$ cat src/rtl/fwd_pkg.sv
package fwd_pkg;

    typedef enum logic [3:0] {
        OP_ADD  = 4'd0,
        OP_SUB  = 4'd1,
        OP_AND  = 4'd2,
        OP_OR   = 4'd3,
        OP_XOR  = 4'd4,
        OP_NOR  = 4'd5,
        OP_SLT  = 4'd6,
        OP_SLTU = 4'd7,
        OP_SLL  = 4'd8,
        OP_SRL  = 4'd9,
        OP_SRA  = 4'd10,
        OP_LUI  = 4'd11
    } alu_op_e;

    typedef enum logic [1:0] {
        SEL_RF  = 2'b00,
        SEL_WB  = 2'b01,
        SEL_MEM = 2'b10
    } fwd_sel_e;

endpackage

$ cat src/rtl/fwd_regfile.sv
module fwd_regfile #(
    parameter int DATA_W = 32,
    parameter int REG_N  = 32,
    parameter int NRD    = 2
) (
    input  logic                       clk,
    input  logic                       rst_n,
    input  logic                       wr_en,
    input  logic [$clog2(REG_N)-1:0]   wr_addr,
    input  logic [DATA_W-1:0]          wr_data,
    input  logic [$clog2(REG_N)-1:0]   rd_addr [NRD],
    output logic [DATA_W-1:0]          rd_data [NRD]
);
    localparam int AW = $clog2(REG_N);

    logic [DATA_W-1:0] mem_q [REG_N];

    always_ff @(posedge clk) begin
        if (!rst_n) begin
            for (int i = 0; i < REG_N; i++) begin
                mem_q[i] <= '0;
            end
        end else if (wr_en && wr_addr != '0) begin
            mem_q[wr_addr] <= wr_data;
        end
    end

    // Read ports: register 0 is constant zero; a write landing on the same
    // edge is passed through so decode never sees a stale value.
    for (genvar p = 0; p < NRD; p++) begin : g_rd
        always_comb begin
            if (rd_addr[p] == AW'(0)) begin
                rd_data[p] = '0;
            end else if (wr_en && wr_addr == rd_addr[p]) begin
                rd_data[p] = wr_data;
            end else begin
                rd_data[p] = mem_q[rd_addr[p]];
            end
        end
    end

    // register 0 keeps reading zero whatever was written
    a_r8_zero_reads_zero: assert property (@(posedge clk) disable iff (!rst_n)
        mem_q[0] == '0);

endmodule

$ cat src/rtl/fwd_select.sv
module fwd_select #(
    parameter int AW = 5
) (
    input  logic          [AW-1:0] ex_rs,
    input  logic          [AW-1:0] ex_rt,
    input  logic                   mem_we,
    input  logic          [AW-1:0] mem_rd,
    input  logic                   wb_we,
    input  logic          [AW-1:0] wb_rd,
    output fwd_pkg::fwd_sel_e      sel_a,
    output fwd_pkg::fwd_sel_e      sel_b
);
    import fwd_pkg::*;

    logic [AW-1:0] src [2];
    fwd_sel_e      sel [2];

    assign src[0] = ex_rs;
    assign src[1] = ex_rt;

    // The newer producer (execute/memory) is tested first, so it wins.
    for (genvar g = 0; g < 2; g++) begin : g_op
        logic hit_mem;
        logic hit_wb;
        assign hit_mem = mem_we && (src[g] != '0) && (mem_rd == src[g]);
        assign hit_wb  = wb_we  && (src[g] != '0) && (wb_rd  == src[g]);
        assign sel[g]  = hit_mem ? SEL_MEM : (hit_wb ? SEL_WB : SEL_RF);
    end

    assign sel_a = sel[0];
    assign sel_b = sel[1];

endmodule

$ cat src/rtl/fwd_alu.sv
module fwd_alu #(
    parameter int DATA_W = 32
) (
    input  fwd_pkg::alu_op_e              op,
    input  logic [DATA_W-1:0]             opa,
    input  logic [DATA_W-1:0]             opb,
    input  logic [DATA_W-1:0]             shv,
    input  logic [$clog2(DATA_W)-1:0]     sha,
    output logic [DATA_W-1:0]             res
);
    import fwd_pkg::*;

    localparam int HALF = DATA_W / 2;

    always_comb begin
        case (op)
            OP_ADD:  res = opa + opb;
            OP_SUB:  res = opa - opb;
            OP_AND:  res = opa & opb;
            OP_OR:   res = opa | opb;
            OP_XOR:  res = opa ^ opb;
            OP_NOR:  res = ~(opa | opb);
            OP_SLT:  res = DATA_W'($signed(opa) < $signed(opb));
            OP_SLTU: res = DATA_W'(opa < opb);
            OP_SLL:  res = shv << sha;
            OP_SRL:  res = shv >> sha;
            OP_SRA:  res = DATA_W'($signed(shv) >>> sha);
            OP_LUI:  res = opb << HALF;
            default: res = '0;
        endcase
    end

endmodule

$ cat src/rtl/fwd_pipe.sv
module fwd_pipe #(
    parameter int DATA_W = 32,
    parameter int REG_N  = 32
) (
    input  logic                        clk,
    input  logic                        rst_n,
    input  logic                        id_wen,
    input  logic [3:0]                  id_op,
    input  logic [$clog2(REG_N)-1:0]    id_rs,
    input  logic [$clog2(REG_N)-1:0]    id_rt,
    input  logic [$clog2(REG_N)-1:0]    id_rd,
    input  logic                        id_imm_sel,
    input  logic [DATA_W-1:0]           id_imm,
    output logic [1:0]                  fwd_sel_a,
    output logic [1:0]                  fwd_sel_b,
    output logic                        wb_valid,
    output logic [$clog2(REG_N)-1:0]    wb_reg,
    output logic [DATA_W-1:0]           wb_data
);
    import fwd_pkg::*;

    localparam int AW = $clog2(REG_N);
    localparam int SW = $clog2(DATA_W);

    typedef struct packed {
        logic              we;
        logic [AW-1:0]     rd;
        logic [AW-1:0]     rs;
        logic [AW-1:0]     rt;
        alu_op_e           op;
        logic              imm_sel;
        logic [DATA_W-1:0] imm;
        logic [DATA_W-1:0] rs_val;
        logic [DATA_W-1:0] rt_val;
    } idex_t;

    typedef struct packed {
        logic              we;
        logic [AW-1:0]     rd;
        logic [DATA_W-1:0] val;
    } res_t;

    typedef struct packed {
        idex_t idex;
        res_t  exmem;
        res_t  memwb;
    } pipe_t;

    pipe_t pipe_d, pipe_q;

    // ---------------- decode: register read with write-through ----------
    logic [AW-1:0]     rf_addr [2];
    logic [DATA_W-1:0] rf_data [2];

    assign rf_addr[0] = id_rs;
    assign rf_addr[1] = id_rt;

    fwd_regfile #(.DATA_W(DATA_W), .REG_N(REG_N), .NRD(2)) u_rf (
        .clk     (clk),
        .rst_n   (rst_n),
        .wr_en   (pipe_q.memwb.we),
        .wr_addr (pipe_q.memwb.rd),
        .wr_data (pipe_q.memwb.val),
        .rd_addr (rf_addr),
        .rd_data (rf_data)
    );

    // ---------------- execute: operand selects --------------------------
    fwd_sel_e sel_a, sel_b;

    fwd_select #(.AW(AW)) u_sel (
        .ex_rs  (pipe_q.idex.rs),
        .ex_rt  (pipe_q.idex.rt),
        .mem_we (pipe_q.exmem.we),
        .mem_rd (pipe_q.exmem.rd),
        .wb_we  (pipe_q.memwb.we),
        .wb_rd  (pipe_q.memwb.rd),
        .sel_a  (sel_a),
        .sel_b  (sel_b)
    );

    logic [DATA_W-1:0] rs_fx, rt_fx, opb, alu_y;
    logic [SW-1:0]     sha;

    always_comb begin
        case (sel_a)
            SEL_MEM: rs_fx = pipe_q.exmem.val;
            SEL_WB:  rs_fx = pipe_q.memwb.val;
            default: rs_fx = pipe_q.idex.rs_val;
        endcase
        case (sel_b)
            SEL_MEM: rt_fx = pipe_q.exmem.val;
            SEL_WB:  rt_fx = pipe_q.memwb.val;
            default: rt_fx = pipe_q.idex.rt_val;
        endcase
        opb = pipe_q.idex.imm_sel ? pipe_q.idex.imm : rt_fx;
        sha = pipe_q.idex.imm_sel ? pipe_q.idex.imm[SW-1:0] : rs_fx[SW-1:0];
    end

    fwd_alu #(.DATA_W(DATA_W)) u_alu (
        .op  (pipe_q.idex.op),
        .opa (rs_fx),
        .opb (opb),
        .shv (rt_fx),
        .sha (sha),
        .res (alu_y)
    );

    // ---------------- next-state ----------------------------------------
    always_comb begin
        pipe_d = pipe_q;

        pipe_d.idex.we      = id_wen && (id_rd != '0);
        pipe_d.idex.rd      = id_rd;
        pipe_d.idex.rs      = id_rs;
        pipe_d.idex.rt      = id_rt;
        pipe_d.idex.op      = alu_op_e'(id_op);
        pipe_d.idex.imm_sel = id_imm_sel;
        pipe_d.idex.imm     = id_imm;
        pipe_d.idex.rs_val  = rf_data[0];
        pipe_d.idex.rt_val  = rf_data[1];

        pipe_d.exmem.we     = pipe_q.idex.we;
        pipe_d.exmem.rd     = pipe_q.idex.rd;
        pipe_d.exmem.val    = alu_y;

        // memory stage is a plain passthrough
        pipe_d.memwb        = pipe_q.exmem;
    end

    always_ff @(posedge clk) begin
        if (!rst_n) begin
            pipe_q <= '0;
        end else begin
            pipe_q <= pipe_d;
        end
    end

    assign fwd_sel_a = sel_a;
    assign fwd_sel_b = sel_b;
    assign wb_valid  = pipe_q.memwb.we;
    assign wb_reg    = pipe_q.memwb.rd;
    assign wb_data   = pipe_q.memwb.val;

    // ---------------- assertions ----------------------------------------
    // a commit is exactly the writer presented three edges earlier
    a_r2_wb_latency: assert property (@(posedge clk) disable iff (!rst_n)
        wb_valid |-> ($past(id_wen, 3) && $past(id_rd, 3) == wb_reg));

    // register 0 never commits
    a_r8_no_zero_commit: assert property (@(posedge clk) disable iff (!rst_n)
        wb_valid |-> (wb_reg != '0));

    // the unused select code never appears
    a_r10_sel_legal: assert property (@(posedge clk) disable iff (!rst_n)
        (fwd_sel_a != 2'b11) && (fwd_sel_b != 2'b11));

    // select 10 on rs only when the writer one slot ahead targets it
    a_r4_mem_source: assert property (@(posedge clk) disable iff (!rst_n)
        (fwd_sel_a == 2'b10) |->
            ($past(id_wen, 2) && $past(id_rd, 2) == $past(id_rs, 1)
             && $past(id_rs, 1) != '0));

    // select 01 on rs only from the writer two slots ahead, and
    // only when the one-slot-ahead instruction does not also write it
    a_r5_wb_source: assert property (@(posedge clk) disable iff (!rst_n)
        (fwd_sel_a == 2'b01) |->
            ($past(id_wen, 3) && $past(id_rd, 3) == $past(id_rs, 1)
             && $past(id_rs, 1) != '0
             && !($past(id_wen, 2) && $past(id_rd, 2) == $past(id_rs, 1))));

    // a non-writer in execute is never a forwarding source next cycle
    a_r9_quiet_source: assert property (@(posedge clk) disable iff (!rst_n)
        !$past(id_wen, 2) |-> (fwd_sel_a != 2'b10 && fwd_sel_b != 2'b10));

endmodule

$ cat config.mk
export PLATFORM = sky130hd
export DESIGN_NAME = fwd_pipe
export DESIGN_NICKNAME = d
export VERILOG_FILES = /design/src/rtl/fwd_pkg.sv /design/src/rtl/fwd_regfile.sv /design/src/rtl/fwd_select.sv /design/src/rtl/fwd_alu.sv /design/src/rtl/fwd_pipe.sv
export SDC_FILE = /design/constraint.sdc
export NUM_CORES = 2
export LEC_CHECK = 0
export ABC_AREA = 1
export BUFFER_PORTS_ARGS = -buffer_cell sky130_fd_sc_hd__buf_2
export CAP_MARGIN = 10
export CORE_ASPECT_RATIO = 1.25
export CORE_MARGIN = 10
export CORE_UTILIZATION = 30
export DETAILED_ROUTE_END_ITERATION = 10
export HOLD_SLACK_MARGIN = 0.12
export PLACE_DENSITY = 0.57
export SETUP_SLACK_MARGIN = 0.15
export SLEW_MARGIN = 15
export SYNTH_ARGS = -nofsm -noshare
export SYNTH_HDL_FRONTEND = slang
export SYNTH_HIERARCHICAL = 1
export SYNTH_SLANG_ARGS = --single-unit
$ cat constraint.sdc
create_clock -name clk -period 3.2 [get_ports clk]
set_input_delay 0.64 -clock clk [delete_from_list [all_inputs] [get_ports clk]]
set_output_delay 0.64 -clock clk [all_outputs]
set_load 0.1 [all_outputs]
==> results.json <==
{
  "start_util": 0.302,
  "antenna_found_initial": 9,
  "synth_ff_type": "edfxtp_1",
  "hold_class": "input pin to register",
  "dr.pass1.iters": 6,
  "fmax_mhz": 269,
  "drv_cap": 0,
  "cts_sinks": 1217,
  "first_global_vias": 73400,
  "post-route-period-util": 1.16,
  "cp_common_cell": "nand2_1",
  "clk_latency_ps": 840,
  "yosysUniqueCellTypes": 52,
  "synth_compound_area_frac": 0.0831,
  "outcome": "complete, but fails checks",
  "synth_mux_area_frac": 0,
  "htree_levels": 4,
  "skew_ps": 85.3,
  "core-area_mm2": 0.255,
  "fin_setup_tns_ps": -13170,
  "cp_slowest_stage_delay_ps": 350,
  "yosys.area_share.simple": 0.343,
  "holdCritStartpoint": "id_rd[0]",
  "numCtsBuffers": 146,
  "synthCells": 10900,
  "yosysSeqAreaShare": 0.450,
  "io_pins": 97,
  "failed_checks": "negative setup slack",
  "path_clk_slew_ps": 70,
  "ys_ff_latch": 1217,
  "largest-register": "u_rf/mem_q",
  "avgSynthCellArea_um2": 7.09,
  "cp-start-kind": "register",
  "dp.final_hpwl_mm": 264,
  "crit_path_top_delay_cell": "dfxtp_2",
  "final.min_clock_period_ps": 3710,
  "synth_edf_count": 1024,
  "critPathLaunch": "wb_reg[3]$_SDFF_PN0_",
  "rsz0062_at_grt": "yes",
  "cp_num_buf_inv": 11,
  "worstSetupEndpointType": "register",
  "syn_to_final_growth_pct": 26.7,
  "synth_top_family_by_area": "simple AND/OR/NAND/NOR gates",
  "wl_per_cell_um": 25.0,
  "routed_wl_mm": 375,
  "total_leakage_power_nw": 42.8,
  "grt_overflow": 0,
  "fin_cells": 15000,
  "cts_buffer_depth": 4,
  "dp_cells": 14600,
  "die-area_mm2": 0.277,
  "fillers": 26700,
  "hold_ws_ps": 157,
  "arrival_ps": 4500,
  "crit_family": "simple AND/OR/NAND/NOR gates",
  "pre_cts_slack_ps": -1500,
  "slew_viol_final": 0,
  "setup_ws_ps": -513,
  "ys.warnings.count": 6,
  "maxSlewHeadroom": 0.373,
  "p_per_area_mw_per_mm2": 493,
  "synthAdderAreaFrac": 0.0169,
  "peakVddDrop_v": 0.000402,
  "synthArstFlopShare": 0,
  "r2r_start": "wb_reg[3]$_SDFF_PN0_",
  "track_usage": 0.259,
  "gp_congestion": 1.04,
  "cts_tree": "built",
  "hold_viol_final": 0,
  "vias_per_cell": 5.22,
  "fp.dieH_um": 586,
  "die_w_um": 473,
  "syn_area_mm2": 0.0769,
  "worstMarginPinSlew_ps": 939,
  "drc": 0,
  "rows": 207,
  "port_buffers": 96,
  "ant_nets": 0,
  "crit_fanout": 11,
  "final_layout_size_suffix_gt1_frac": 0.200,
  "synth-xor-area-share": 0.000911,
  "grt_max_degree": 94,
  "grt_pass1_wl_mm": 525,
  "finalPower_mw": 48.1,
  "num_vias": 78100,
  "largest_reg_flops": 1024,
  "critPathKind": "register to register",
  "finalNetCount": 11700,
  "setup_viol": 32,
  "cts_root_buf": "clkbuf_16",
  "drtIter0Drc": 8777,
  "crit_required_ps": 3980
}
## path summary, 6_finish.rpt
path / depth (start not counted) / slack (ps) / to
hold reg to reg: 2 / 440 / pipe_d[36]$_SDFF_PN0_
setup / recovery: 29 / -510 / pipe_d[14]$_SDFF_PN0_
setup reg to reg: 29 / -510 / pipe_d[14]$_SDFF_PN0_
hold / removal: 5 / 160 / pipe_d[75]$_SDFF_PN0_
## kinds of logic after synthesis
| group | after synthesis |
|---|---|
| xor+xnor | 8 |
| other cells | 1 |
| simple gates | 6358 |
| flops | 1217 |
| buf+inv | 2025 |
| fa+ha+maj | 103 |
| compound gates | 1145 |
## worst reg2reg max path, delay by kind of cell, from the launching register on
kind,cells,cell delay (ps)
and+or+nand+nor,11,1140
buffers and inverters,11,1120
adders and majority gates,2,510
AOI/OAI and AO/OA,4,410
DFF,1,350
xor gates and xnor gates,1,180
## cells in the final DEF, fill, tap and decap left out, types with 56 or more instances in the layout
master / n
nand3_2: 82
buf_6: 70
nor2_1: 1493
clkbuf_16: 149
a21oi_1: 334
buf_2: 84
buf_4: 937
nand2_2: 207
a21oi_2: 63
inv_2: 114
o211ai_1: 217
o21ai_0: 428
nand2_1: 2800
inv_1: 1063
or2_2: 56
dfxtp_1: 176
nand3_1: 1427
buf_12: 163
edfxtp_1: 1024
## through the flow
step | util | cell area [um^2]
5_1_grt | 0.382 | 97500
4_1_cts | 0.379 | 96700
6_report | 0.383 | 97500
2_1_floorplan | - | 77700
3_5_place_dp | 0.349 | 89000
3_3_place_gp | 0.349 | 89000
## final cells by class
cell class              instances  area [um^2]  share of cell area
multi-input cells            7646        37300               0.383
clock inverters                67          586             0.00601
inverters                    1197         4590              0.0471
well taps                    3344         4180              0.0429
repair buffers               1312        12300               0.126
diodes                          6         15.0            0.000154
clock buffers                 178         3880              0.0398
flip-flops and latches       1217        34600               0.355
## where the power goes
| group | leakage (nW) | switching (mW) | internal (mW) | total (mW) |
|---|---|---|---|---|
| Sequential | 12.2 | 0.443 | 17.8 | 18.2 |
| Clock | 2.18 | 7.15 | 9.25 | 16.4 |
| Combinational | 28.4 | 8.73 | 4.68 | 13.4 |
## routing by layer
layer,up-vias,GRT usage,routed length (um)
met5,-,0,45
met4,6,0.236,42200
met3,1058,0.0402,30200
met2,3904,0.415,168000
met1,36900,0.297,134000
li1,36300,-,-
## Yosys cell counts, types with 6 or more instances
library cell / instances / area, um^2
clkbuf_1: 494 / 1850
inv_2: 29 / 109
edfxtp_1: 1024 / 30700
buf_2: 206 / 1030
o211ai_1: 217 / 1630
or2_2: 56 / 350
o21ai_0: 460 / 2300
nand2_2: 6 / 37.5
nand2_1: 3051 / 11500
dfxtp_1: 193 / 3860
nor2_4: 6 / 67.6
ha_1: 101 / 1260
inv_1: 1163 / 4370
o21bai_1: 11 / 82.6
xor2_1: 8 / 70.1
nor2_2: 6 / 37.5
nand3b_1: 7 / 52.6
a21oi_1: 403 / 2020
buf_6: 13 / 146
a31oi_1: 7 / 43.8
nor3_1: 27 / 135
nor2_1: 1580 / 5930
o22ai_1: 15 / 93.8
buf_4: 62 / 465
and2_1: 48 / 300
buf_1: 48 / 180
nand3_1: 1526 / 7640
o21ai_1: 15 / 75.1
nand4_1: 32 / 200
## repair_timing
action / 4_1_cts / 5_1_grt
hold buffers: 41 / 0
pin swaps: 168 / 83
endpoints found under the setup margin: 34 / 57
resized for setup: 622 / 210
gates cloned: 7 / 0
buffers inserted: 47 / 11
hold endpoints to repair: 41 / 0
Note: power is estimated with default switching activity, not from simulation.
